$ cat src/rtl/xbus_pkg.sv
package xbus_pkg;

  typedef enum logic [1:0] {
    KIND_FETCH  = 2'b00,
    KIND_RD     = 2'b01,
    KIND_WR     = 2'b10,
    KIND_RD_ALT = 2'b11
  } xkind_e;

  typedef enum logic [2:0] {
    PH_IDLE,
    PH_ADDR,
    PH_HOLD,
    PH_STRB,
    PH_RECOV
  } xphase_e;

  function automatic xphase_e phase_after(input xphase_e p);
    case (p)
      PH_ADDR:  return PH_HOLD;
      PH_HOLD:  return PH_STRB;
      PH_STRB:  return PH_RECOV;
      default:  return PH_IDLE;
    endcase
  endfunction

  function automatic logic is_fetch(input xkind_e k);
    return k == KIND_FETCH;
  endfunction

  function automatic logic is_write(input xkind_e k);
    return k == KIND_WR;
  endfunction

  // the request's upper byte goes on the high port only for fetches and wide accesses
  function automatic logic drives_high(input xkind_e k, input logic wide);
    return is_fetch(k) || wide;
  endfunction

  function automatic int unsigned cycle_span(input int unsigned plen);
    return 4 * plen;
  endfunction

endpackage

$ cat src/rtl/xbus_phase_ctrl.sv
module xbus_phase_ctrl
  import xbus_pkg::*;
#(
  parameter int unsigned PHASE_LEN = 2,
  parameter int unsigned BYTE_W    = 8
) (
  input  logic                clk,
  input  logic                rst_n,
  input  logic                req_valid,
  input  logic [1:0]          req_kind,
  input  logic                req_wide,
  input  logic [2*BYTE_W-1:0] req_addr,
  input  logic [BYTE_W-1:0]   req_wdata,
  output xphase_e             phase,
  output logic                cnt_first,
  output logic                strb_last,
  output logic                busy,
  output logic                done,
  output xkind_e              cyc_kind,
  output logic                cyc_full,
  output logic [2*BYTE_W-1:0] cyc_addr,
  output logic [BYTE_W-1:0]   cyc_wdata
);
  localparam int unsigned CW = (PHASE_LEN > 2) ? $clog2(PHASE_LEN) : 1;
  localparam logic [CW-1:0] CNT_LAST = CW'(PHASE_LEN - 1);

  logic [CW-1:0] cnt;
  logic          cnt_last;
  logic          accept;

  assign cnt_last  = (cnt == CNT_LAST);
  assign cnt_first = (cnt == '0);
  assign busy      = (phase != PH_IDLE);
  assign accept    = req_valid && !busy;
  assign done      = (phase == PH_RECOV) && cnt_last;
  assign strb_last = (phase == PH_STRB) && cnt_last;

  always_ff @(posedge clk) begin
    if (!rst_n) begin
      phase     <= PH_IDLE;
      cnt       <= '0;
      cyc_kind  <= KIND_FETCH;
      cyc_full  <= 1'b0;
      cyc_addr  <= '0;
      cyc_wdata <= '0;
    end else if (accept) begin
      phase     <= PH_ADDR;
      cnt       <= '0;
      cyc_kind  <= xkind_e'(req_kind);
      cyc_full  <= drives_high(xkind_e'(req_kind), req_wide);
      cyc_addr  <= req_addr;
      cyc_wdata <= req_wdata;
    end else if (busy) begin
      if (cnt_last) begin
        cnt   <= '0;
        phase <= phase_after(phase);
      end else begin
        cnt <= cnt + 1'b1;
      end
    end
  end

endmodule

$ cat src/rtl/xbus_strobe_gen.sv
module xbus_strobe_gen
  import xbus_pkg::*;
(
  input  xphase_e phase,
  input  logic    cnt_first,
  input  xkind_e  cyc_kind,
  output logic    ale,
  output logic    psen_n,
  output logic    rd_n,
  output logic    wr_n
);
  logic strb_on;

  assign ale = (phase == PH_ADDR);

  // the first strobe-phase cycle is set-up time: the bus turns round before the strobe falls
  assign strb_on = (phase == PH_STRB) && !cnt_first;

  always_comb begin
    psen_n = 1'b1;
    rd_n   = 1'b1;
    wr_n   = 1'b1;
    if (strb_on) begin
      if (is_fetch(cyc_kind))      psen_n = 1'b0;
      else if (is_write(cyc_kind)) wr_n   = 1'b0;
      else                         rd_n   = 1'b0;
    end
  end

endmodule

$ cat src/rtl/xbus_port_mux.sv
module xbus_port_mux
  import xbus_pkg::*;
#(
  parameter int unsigned BYTE_W = 8
) (
  input  logic                clk,
  input  logic                rst_n,
  input  xphase_e             phase,
  input  logic                busy,
  input  logic                done,
  input  logic                strb_last,
  input  xkind_e              cyc_kind,
  input  logic                cyc_full,
  input  logic [2*BYTE_W-1:0] cyc_addr,
  input  logic [BYTE_W-1:0]   cyc_wdata,
  input  logic                lat_we_lo,
  input  logic                lat_we_hi,
  input  logic [BYTE_W-1:0]   lat_wdata,
  input  logic [BYTE_W-1:0]   lo_in,
  output logic [BYTE_W-1:0]   lo_out,
  output logic [BYTE_W-1:0]   lo_oe,
  output logic [BYTE_W-1:0]   hi_out,
  output logic [BYTE_W-1:0]   rdata
);
  localparam logic [BYTE_W-1:0] ONES = {BYTE_W{1'b1}};

  logic [BYTE_W-1:0] lo_latch;
  logic [BYTE_W-1:0] hi_latch;
  logic              addr_phase;
  logic              data_phase;

  assign addr_phase = (phase == PH_ADDR) || (phase == PH_HOLD);
  assign data_phase = (phase == PH_STRB) || (phase == PH_RECOV);

  always_ff @(posedge clk) begin
    if (!rst_n) begin
      lo_latch <= ONES;
      hi_latch <= ONES;
    end else begin
      if (done)                   lo_latch <= ONES;
      else if (lat_we_lo && !busy) lo_latch <= lat_wdata;
      if (lat_we_hi && !busy)     hi_latch <= lat_wdata;
    end
  end

  always_ff @(posedge clk) begin
    if (!rst_n)                              rdata <= '0;
    else if (strb_last && !is_write(cyc_kind)) rdata <= lo_in;
  end

  always_comb begin
    if (addr_phase) begin
      lo_out = cyc_addr[BYTE_W-1:0];
      lo_oe  = ONES;
    end else if (data_phase && is_write(cyc_kind)) begin
      lo_out = cyc_wdata;
      lo_oe  = ONES;
    end else if (data_phase) begin
      lo_out = ONES;
      lo_oe  = '0;
    end else begin
      lo_out = lo_latch;
      lo_oe  = ~lo_latch;
    end
  end

  assign hi_out = (busy && cyc_full) ? cyc_addr[2*BYTE_W-1:BYTE_W] : hi_latch;

endmodule

$ cat src/rtl/xbus_seq.sv
module xbus_seq
  import xbus_pkg::*;
#(
  parameter int unsigned PHASE_LEN = 2,
  parameter int unsigned BYTE_W    = 8
) (
  input  logic                clk,
  input  logic                rst_n,
  input  logic                req_valid,
  input  logic [1:0]          req_kind,
  input  logic                req_wide,
  input  logic [2*BYTE_W-1:0] req_addr,
  input  logic [BYTE_W-1:0]   req_wdata,
  output logic                busy,
  output logic                done,
  output logic [BYTE_W-1:0]   rdata,
  input  logic                lat_we_lo,
  input  logic                lat_we_hi,
  input  logic [BYTE_W-1:0]   lat_wdata,
  output logic [BYTE_W-1:0]   lo_out,
  output logic [BYTE_W-1:0]   lo_oe,
  input  logic [BYTE_W-1:0]   lo_in,
  output logic [BYTE_W-1:0]   hi_out,
  output logic                ale,
  output logic                psen_n,
  output logic                rd_n,
  output logic                wr_n
);
  xphase_e             phase;
  logic                cnt_first;
  logic                strb_last;
  xkind_e              cyc_kind;
  logic                cyc_full;
  logic [2*BYTE_W-1:0] cyc_addr;
  logic [BYTE_W-1:0]   cyc_wdata;

  xbus_phase_ctrl #(.PHASE_LEN(PHASE_LEN), .BYTE_W(BYTE_W)) u_ctrl (
    .clk(clk), .rst_n(rst_n),
    .req_valid(req_valid), .req_kind(req_kind), .req_wide(req_wide),
    .req_addr(req_addr), .req_wdata(req_wdata),
    .phase(phase), .cnt_first(cnt_first), .strb_last(strb_last),
    .busy(busy), .done(done),
    .cyc_kind(cyc_kind), .cyc_full(cyc_full),
    .cyc_addr(cyc_addr), .cyc_wdata(cyc_wdata)
  );

  xbus_strobe_gen u_strb (
    .phase(phase), .cnt_first(cnt_first), .cyc_kind(cyc_kind),
    .ale(ale), .psen_n(psen_n), .rd_n(rd_n), .wr_n(wr_n)
  );

  xbus_port_mux #(.BYTE_W(BYTE_W)) u_port (
    .clk(clk), .rst_n(rst_n),
    .phase(phase), .busy(busy), .done(done), .strb_last(strb_last),
    .cyc_kind(cyc_kind), .cyc_full(cyc_full),
    .cyc_addr(cyc_addr), .cyc_wdata(cyc_wdata),
    .lat_we_lo(lat_we_lo), .lat_we_hi(lat_we_hi), .lat_wdata(lat_wdata),
    .lo_in(lo_in), .lo_out(lo_out), .lo_oe(lo_oe), .hi_out(hi_out),
    .rdata(rdata)
  );

endmodule

$ cat config.mk
export PLATFORM = sky130hd
export DESIGN_NAME = xbus_seq
export DESIGN_NICKNAME = d
export VERILOG_FILES = /design/src/rtl/xbus_pkg.sv /design/src/rtl/xbus_phase_ctrl.sv /design/src/rtl/xbus_strobe_gen.sv /design/src/rtl/xbus_port_mux.sv /design/src/rtl/xbus_seq.sv
export SDC_FILE = /design/constraint.sdc
export NUM_CORES = 1
export LEC_CHECK = 0
export BUFFER_PORTS_ARGS = -buffer_cell sky130_fd_sc_hd__buf_2
export CORE_MARGIN = 5
export CORE_UTILIZATION = 40
export DETAILED_ROUTE_END_ITERATION = 8
export PLACE_DENSITY_LB_ADDON = 0.3
export SYNTH_ARGS = -nofsm -noshare
export SYNTH_HDL_FRONTEND = slang
export SYNTH_SLANG_ARGS = --single-unit
$ cat constraint.sdc
create_clock -name clk -period 2.4 [get_ports clk]
set_input_delay 0.24 -clock clk [delete_from_list [all_inputs] [get_ports clk]]
set_output_delay 0.24 -clock clk [all_outputs]
set_load 0.005 [all_outputs]
==> qor.yml, run 1 <==
status: "completed"
drive_above_1_share_pct: 28.6
dp.final_hpwl_um: 6020
cellLeakagePower_nw: 1.50
grt_max_degree: 56
drcViolationCount: 0
synth_simple_gate_area_share_pct: 27.8
synth-async-reset-ratio_pct: 0
reg2reg_depth: 4
ys_warn_count: 0
yosys.area_share.adder_pct: 0
drt-wirelength-per-cell_um: 14.9
drv_slew: 0
antenna_found_initial: 0
synth-compound-area-share_pct: 19.0
drt-pass1-iter-count: 6
drtAntennaViolNets: 0
ys_types: 41
finalHoldViolations: 0
vias: 2812
cts_buffer_depth: 2
finClkSkew_ps: 7.53
fin_cells: 539
cts_inserted_buffers: 5
grt_overflow: 0
max-vdd-ir-drop_uv: 232
root_buffer: "clkbuf_8"
path_clk_slew_ps: 100
start_kind: "flip-flop"
path_class: "flip-flop to primary output"
synthCells: 367
rsz0062_at_grt: "no"
nets: 487
fin_area_mm2: 0.00355
die_y_um: 96.1
hp-class: "input pin to flip-flop"
cp-endpoint: "lo_out[7]"
tns_ps: 0
synth_nets: 415
portBuffers: 85
gr-usage-all-layers_pct: 17.7
yosysSeqAreaShare_pct: 37.1
routed_wl_um: 8010
required_ps: 2160
synth-seq-cells: 55
start_util_pct: 40.9
first_global_vias: 2559
avgSynthCellArea_um2: 8.09
powerDensity_mw_per_mm2: 641
rrSetupSlack_ps: 470
clk_latency_ps: 310
ctsHtreeMaxLevel: 2
final.min_clock_period_ps: 2280
fp.dieW_um: 96.1
worst_pin_slew_ps: 632
maxCapViolCount: 0
finalSetupViolations: 0
place_area_mm2: 0.00341
syn_area_mm2: 0.00297
period_share_pct: 94.8
cp-end-kind: "primary output"
synth_top_family_by_area: "simple AND/OR/NAND/NOR gates"
post_cts_buffers: 0
viasPerCell: 5.22
worst_slew_margin_rel_pct: 57.8
gp_congestion: 0.856
synth_edf_count: 0
synth_mux_area_share_pct: 8.77
tritoncts: "done"
synth-main-ff-cell: "dfxtp_1"
placement_rows: 31
cts.sinks: 55
dp.cells: 531
startpoint: "u_ctrl.phase[1]$_SDFFE_PP0P_"
r2r_start: "u_ctrl.phase[1]$_SDFFE_PP0P_"
n_antenna_cell: 0
io_pins: 86
die-area_mm2: 0.00924
drtIter0Drc: 198
cts_resized: 0
core_mm2: 0.00725
crit_fanout: 15
arrival_ps: 2040
grt_pass1_wl_um: 12800
timing.rr.end: "u_port.lo_latch[7]$_SDFFE_PP1P_"
cts_hold_buffers: 0
synth_xor_area_share_pct: 0.295
max_clock_freq_mhz: 440
syn_to_final_growth_pct: 19.7
==> cells by family (layout without fill, tap and decap cells) <==
family / count (synthesis) / count (layout)
compound gates: 75 / 75
mux: 24 / 24
flops: 55 / 55
buf+inv: 38 / 111
simple gates: 174 / 174
xor+xnor: 1 / 1
==> worst max-delay path, stage by stage (launching register included) <==
cell and delay (ps):
dfxtp_1 460, buf_4 280, nor2_2 360, nor2_1 70
o32ai_1 370, buf_2 190
==> synth_stat cells (4+ instances only) <==
master      n  area, um^2
a21boi_0    7        52.6
a21boi_1   21         158
a222oi_1    7        70.1
a22o_1      7        61.3
buf_2       7        35.0
buf_6       6        67.6
clkbuf_1   11        41.3
dfxtp_1    55        1100
inv_1       8        30.0
mux2_2     16         180
mux2i_1     8        80.1
nand2_1   113         424
nand3_1    16        80.1
nor2_1     19        71.3
o211ai_1   14         105
o21a_1      4        30.0
o21ai_0    10        50.1
==> final cells by class <==
cell class	count	area, um^2
Clock buffer	6	72.6
Clock inverter	2	60.1
Fill cell	762	3700
Inverter	8	30.0
Multi-Input combinational cell	274	1670
Sequential cell	55	1100
Tap cell	99	124
Timing Repair Buffer	95	500
==> per-layer routing <==
| layer | vias up | track usage [%] | part of all wire [%] | wire length, um |
|---|---|---|---|---|
| met4 | 0 | 6.16 | 2.4 | 189 |
| met1 | 1291 | 23.3 | 44 | 3530 |
| met5 | - | 0 | 0 | 0 |
| li1 | 1408 | - | - | - |
| met2 | 100 | 28.5 | 47 | 3740 |
| met3 | 13 | 3.83 | 6.9 | 549 |
==> cell usage in the layout, fill, tap and decap left out, types with 8 or more instances in the layout <==
cell type  instances
buf_2             85
o21ai_0           10
a21boi_1          21
nand2_1          113
nor2_1            19
nand3_1           16
inv_1              8
mux2i_1            8
dfxtp_1           55
o211ai_1          14
mux2_2            16
buf_4             10
==> worst min path at each step <==
stage,from,endpoint,slack (ps),cells past startpoint
after floorplan,lat_wdata[1],u_port.lo_latch[1]$_SDFFE_PP1P_,360,2
after global placement,u_port.rdata[0]$_SDFFE_PN0P_,u_port.rdata[0]$_SDFFE_PN0P_,440,2
after detailed placement,u_port.rdata[0]$_SDFFE_PN0P_,u_port.rdata[0]$_SDFFE_PN0P_,450,2
after CTS,lat_wdata[5],u_port.lo_latch[5]$_SDFFE_PP1P_,150,3
after global routing,req_addr[11],u_ctrl.cyc_addr[11]$_SDFFE_PN0P_,150,3
final,lat_wdata[5],u_port.lo_latch[5]$_SDFFE_PP1P_,160,3
==> sequential cells by signal (all words and copies together) (netlist names) <==
signal,cells
u_ctrl.cyc_addr,16
u_ctrl.cyc_wdata,8
u_port.hi_latch,8
u_port.lo_latch,8
u_port.rdata,8
u_ctrl.phase,3
u_ctrl.cyc_kind,2
u_ctrl.cnt,1
u_ctrl.cyc_full,1
==> report_power, final <==
group	switching, mW	internal [mW]
logic	0.274	0.249
clock network	0.300	0.417
registers	0.0613	0.977
==> through the flow <==
stage               total power, mW  utilization, %  setup slack [ps]  hold slack (ps)
floorplan                      1.39               -               758              364
global placement               1.58            47.1               489              441
detailed placement             1.58            47.1               445              445
CTS                            2.31            48.9              94.2              146
global route                   2.41            49.0              22.5              153
finish                         2.28            49.0               125              156
No activity file was read; power rests on OpenSTA's default activity.
==> run 2, diff against run 1 <==
==> constraint.sdc (replaced) <==
create_clock -name clk -period 2.7 [get_ports clk]
set_input_delay 0.27 -clock clk [delete_from_list [all_inputs] [get_ports clk]]
set_output_delay 0.27 -clock clk [all_outputs]
set_load 0.005 [all_outputs]
==> run 2 against run 1 <==
Net effect:
- sequential share of layout area rose by 0.53 points
- combinational power fell by 13%
- worst hold slack improved by 25 ps
- clock-buffer cell count fell by 1
- total power fell by 19%
- critical path type unchanged
- clock skew barely moved
- highest routed layer unchanged
- critical path depth fell by 1
- largest power group unchanged
==> qor.yml, run 2 (synthesis results as in run 1) <==
top_register: "u_ctrl.cyc_addr"
drcViolationCount: 0
fin_util_pct: 48.2
gp_congestion: 0.844
rsz0062_at_grt: "no"
status: "completed"
post_cts_buffers: 0
fp.dieW_um: 96.1
fin_cells: 537
worst_pin_slew_ps: 652
die-area_mm2: 0.00924
drv_slew: 0
critPathSlowestCell: "dfxtp_1"
cts_hold_buffers: 0
tritoncts: "done"
path_cells: "nand2b_1 > o21ai_0 > a221oi_1 > buf_2"
top_usage_layer: "met2"
cp-end-kind: "primary output"
period_share_pct: 91.4
final.min_clock_period_ps: 2470
cts_buffer_depth: 2
tns_ps: 0
p_total_mw: 1.85
io_pins: 86
cellLeakagePower_nw: 1.47
fin_area_mm2: 0.00349
grt_max_degree: 56
clk_latency_ps: 320
n_antenna_cell: 0
cts.sinks: 55
drtAntennaViolNets: 0
hp-class: "input pin to flip-flop"
reg2reg_depth: 3
vias: 2767
antenna_found_initial: 0
core_mm2: 0.00725
path_buf_inv: 1
grt_pass1_wl_um: 12700
finalSetupViolations: 0
cts_resized: 0
drt-pass1-iter-count: 5
cts_inserted_buffers: 5
syn_to_final_growth_pct: 17.7
drtIter0Drc: 170
crit_cells: 4
finalHoldViolations: 0
start_kind: "flip-flop"
largest_register_ffs: 16
root_buffer: "clkbuf_8"
place_area_mm2: 0.00340
worst_slew_margin_rel_pct: 56.4
use_met2_pct: 28.5
viasPerCell: 5.15
use_met1_pct: 23.4
gr-usage-all-layers_pct: 17.6
path_clk_slew_ps: 100
critPathMaxStageDelay_ps: 700
maxCapViolCount: 0
first_global_vias: 2593
start_util_pct: 40.9
path_class: "flip-flop to primary output"
portBuffers: 85
nets: 485
placement_rows: 31
cp_top_family: "flip-flops"
mostFrequentLayoutCells: "nand2_1, buf_2, dfxtp_1"
drive_above_1_share_pct: 28.5
grt_overflow: 0
crit_fanout: 16
dp.final_hpwl_um: 5920
finClkSkew_ps: 7.77
drt-wirelength-per-cell_um: 14.8
die_y_um: 96.1
ctsHtreeMaxLevel: 2
arrival_ps: 2200
routed_wl_um: 7930
dp.cells: 529
hold_depth: 3
powerDensity_mw_per_mm2: 529
required_ps: 2430
layout_commonest_cell: "nand2_1"
max-vdd-ir-drop_uv: 203
met3_usage_pct: 3.36
max_clock_freq_mhz: 405
run 2: changes by cell type in the layout (fill, tap and decap cells not counted):
| cell | before | now |
|---|---|---|
| buf_4 | 10 | 8 |
| bufinv_16 | 2 | 0 |
| clkinv_4 | 0 | 2 |
| clkbuf_1 | 1 | 0 |
| clkinvlp_4 | 0 | 1 |
| nor3b_2 | 0 | 1 |
| nor3b_4 | 1 | 0 |
run 2: layer usage:
layer	wire length, um	vias up	part of all wire, %
met2	3710	80	47
met1	3650	1276	46
met5	0	-	0
met4	130	0	1.6
li1	-	1402	-
met3	434	9	5.5
run 2: worst paths after layout:
| kind | start | slack [ps] | endpoint |
|---|---|---|---|
| max | u_ctrl.phase[2]$_SDFFE_PP0P_ | 230 | lo_oe[7] |
| min | lat_wdata[6] | 180 | u_port.hi_latch[6]$_SDFFE_PN1P_ |
| max reg2reg | u_ctrl.phase[0]$_SDFFE_PN0P_ | 660 | u_port.rdata[5]$_SDFFE_PN0P_ |
| min reg2reg | u_ctrl.cyc_addr[8]$_SDFFE_PN0P_ | 460 | u_ctrl.cyc_addr[8]$_SDFFE_PN0P_ |
run 2: area by class of cell:
class                   count  area [um^2]
clock buffers               5         68.8
clock inverters             3         25.0
fillers                   788         3760
inverters                   8         30.0
multi-input cells         274         1660
flip-flops and latches     55         1100
well taps                  99          124
repair buffers             93          485
run 2: worst register-to-register path, stage by stage, from the launching register on:
cell and delay (ps):
dfxtp_1 730, nand2b_1 390, nor3_4 620, mux2i_1 250
run 2: metrics by stage:
step | hold WS (ps) | setup WS, ps
CTS | 170 | 244
global route | 163 | 51.0
detailed placement | 445 | 606
global placement | 441 | 646
finish | 181 | 232
floorplan | 394 | 1030
run 2: power by group:
| group | switching (mW) | internal [mW] | leakage, nW |
|---|---|---|---|
| Clock | 0.281 | 0.186 | 0.0443 |
| Sequential | 0.0596 | 0.869 | 0.452 |
| Combinational | 0.233 | 0.219 | 0.970 |
==> run 3, diff against run 2 <==
--- a/config.mk
+++ b/config.mk
@@ -6,8 +6,10 @@
 export NUM_CORES = 1
 export LEC_CHECK = 0
 export BUFFER_PORTS_ARGS = -buffer_cell sky130_fd_sc_hd__buf_2
-export CORE_MARGIN = 5
+export CELL_PAD_IN_SITES_DETAIL_PLACEMENT = 1
+export CELL_PAD_IN_SITES_GLOBAL_PLACEMENT = 1
 export CORE_UTILIZATION = 40
+export CTS_BUF_LIST = sky130_fd_sc_hd__clkbuf_16
 export DETAILED_ROUTE_END_ITERATION = 8
 export PLACE_DENSITY_LB_ADDON = 0.3
 export SYNTH_ARGS = -nofsm -noshare
==> run 3 against run 2 <==
Net effect:
- sequential cell count stayed put
- combinational power rose by 1%
- clock-buffer cell count did not move
- die area down 16%
- setup slack worse by 58 ps
- critical endpoint is now lo_oe[0]
==> qor.yml, run 3 (synthesis results as in run 1) <==
status: "completed"
r2r_start: "u_ctrl.phase[2]$_SDFFE_PP0P_"
start_kind: "flip-flop"
max-vdd-ir-drop_uv: 250
rsz0062_at_grt: "no"
hold_end: "u_ctrl.cyc_wdata[2]$_SDFFE_PN0P_"
antenna_found_initial: 0
grt_max_degree: 56
drcViolationCount: 0
dp.final_hpwl_um: 6290
cp_top_family: "flip-flops"
grt_overflow: 0
hp-start: "req_wdata[2]"
root_buffer: "clkbuf_16"
layout_commonest_cell: "nand2_1"
worst_slew_margin_rel_pct: 56.5
cts_hold_buffers: 0
power.share.clock_pct: 31.0
cts_inserted_buffers: 5
dp.cells: 529
top_register: "u_ctrl.cyc_addr"
gr-usage-all-layers_pct: 22.8
drt-pass1-iter-count: 4
fill_cells: 930
vias: 2837
combPwrFrac_pct: 22.8
crit_fanout: 22
hp-class: "input pin to flip-flop"
fp.dieW_um: 88.1
hold_depth: 3
first_global_vias: 2783
tritoncts: "done"
io_pins: 86
powerDensity_mw_per_mm2: 570
syn_to_final_growth_pct: 19.1
grt_pass1_wl_um: 13600
core_mm2: 0.00721
power_frac_seq_pct: 46.2
arrival_ps: 2260
drt-wirelength-per-cell_um: 15.7
final.min_clock_period_ps: 2530
path_buf_inv: 2
cts_resized: 0
cellLeakagePower_nw: 1.49
switchingPower_mw: 0.591
regArea_mm2: 0.00110
path_cells: "buf_4 > mux2_2 > a222oi_1 > buf_2"
routed_wl_um: 8450
largest_register_ffs: 16
start_util_pct: 41.1
required_ps: 2430
p_total_mw: 2.01
nets: 485
cts.sinks: 55
multi_input_area_mm2: 0.00166
rrSetupSlack_ps: 530
drtIter0Drc: 200
fin_cells: 537
cp-end-kind: "primary output"
max_clock_freq_mhz: 396
drive_above_1_share_pct: 27.9
drtAntennaViolNets: 0
path_clk_slew_ps: 70
finClkSkew_ps: 3.33
finalSetupViolations: 0
n_antenna_cell: 0
viasPerCell: 5.28
mostFrequentLayoutCells: "nand2_1, buf_2, dfxtp_1"
timing.hold.ws_ps: 206
placement_rows: 31
ctsHtreeMaxLevel: 2
tns_ps: 0
critPathSlowestCell: "dfxtp_1"
gp_congestion: 0.796
die_y_um: 88.1
drv_slew: 0
swShare_pct: 29.3
clk_latency_ps: 290
portBuffers: 85
period_share_pct: 93.5
finalHoldViolations: 0
die-area_mm2: 0.00777
post_cts_buffers: 0
worst_pin_slew_ps: 651
maxCapViolCount: 0
p_int_mw: 1.42
timing.rr.end: "u_ctrl.cyc_addr[14]$_SDFFE_PN0P_"
reg2reg_depth: 5
path_class: "flip-flop to primary output"
cts_buffer_depth: 2
critPathMaxStageDelay_ps: 720
[run 3: cell types whose count changed in the layout (fill, tap and decap cells not counted)]
cell	change
clkbuf_16	+5
clkbuf_8	-5
clkinv_1	+2
clkinv_4	-2
clkinvlp_4	-1
inv_1	+1
[run 3: area by class of cell]
type	count	share of cell area, %
Clock buffer	5	3.54
Timing Repair Buffer	93	13.7
Tap cell	99	3.50
Inverter	8	0.849
Sequential cell	55	31.1
Multi-Input combinational cell	274	46.9
Clock inverter	3	0.318
[run 3: worst max-delay path by stage]
| stage | startpoint | to | slack, ps | depth (start not counted) |
|---|---|---|---|---|
| 2_1_floorplan | u_ctrl.phase[1]$_SDFFE_PP0P_ | hi_out[0] | 1030 | 5 |
| 3_3_place_gp | u_ctrl.phase[2]$_SDFFE_PP0P_ | lo_oe[5] | 590 | 4 |
| 3_5_place_dp | u_ctrl.phase[2]$_SDFFE_PP0P_ | lo_oe[0] | 540 | 4 |
| 4_1_cts | u_ctrl.phase[2]$_SDFFE_PP0P_ | hi_out[7] | 210 | 5 |
| 5_1_grt | u_ctrl.phase[2]$_SDFFE_PP0P_ | lo_oe[7] | 30 | 4 |
| 6_report | u_ctrl.phase[2]$_SDFFE_PP0P_ | lo_oe[0] | 170 | 4 |
[run 3: worst reg2reg max path: stages, from the launching register on]
cell and delay (ps):
dfxtp_1 510, buf_4 310, or4b_1 780, buf_4 320, nand2_1 90, a21boi_1 60
[run 3: through the flow]
stage | util [%] | setup WS [ps] | instance area (um^2)
after floorplan | - | 1030 | 2970
after global placement | 47.1 | 594 | 3400
after detailed placement | 47.1 | 537 | 3400
after CTS | 49.0 | 208 | 3540
after global routing | 49.0 | 28.2 | 3540
final | 49.0 | 174 | 3540
[run 3: metal layers]
metal  up-vias  part of all wire [%]  track usage, %
met4         0                  0.86            4.99
met5         -                     0               0
met2        60                    50            39.5
met1      1367                    46            29.9
li1       1402                     -               -
met3         8                   3.8            3.49
[run 3: power by group through the flow]
stage	clock [mW]	sequential (mW)	combinational, mW
after CTS	0.640	0.931	0.464
after detailed placement	0	0.949	0.460
after global placement	0	0.945	0.444
final	0.624	0.931	0.459
after global routing	0.669	0.938	0.511
after floorplan	0	0.916	0.324
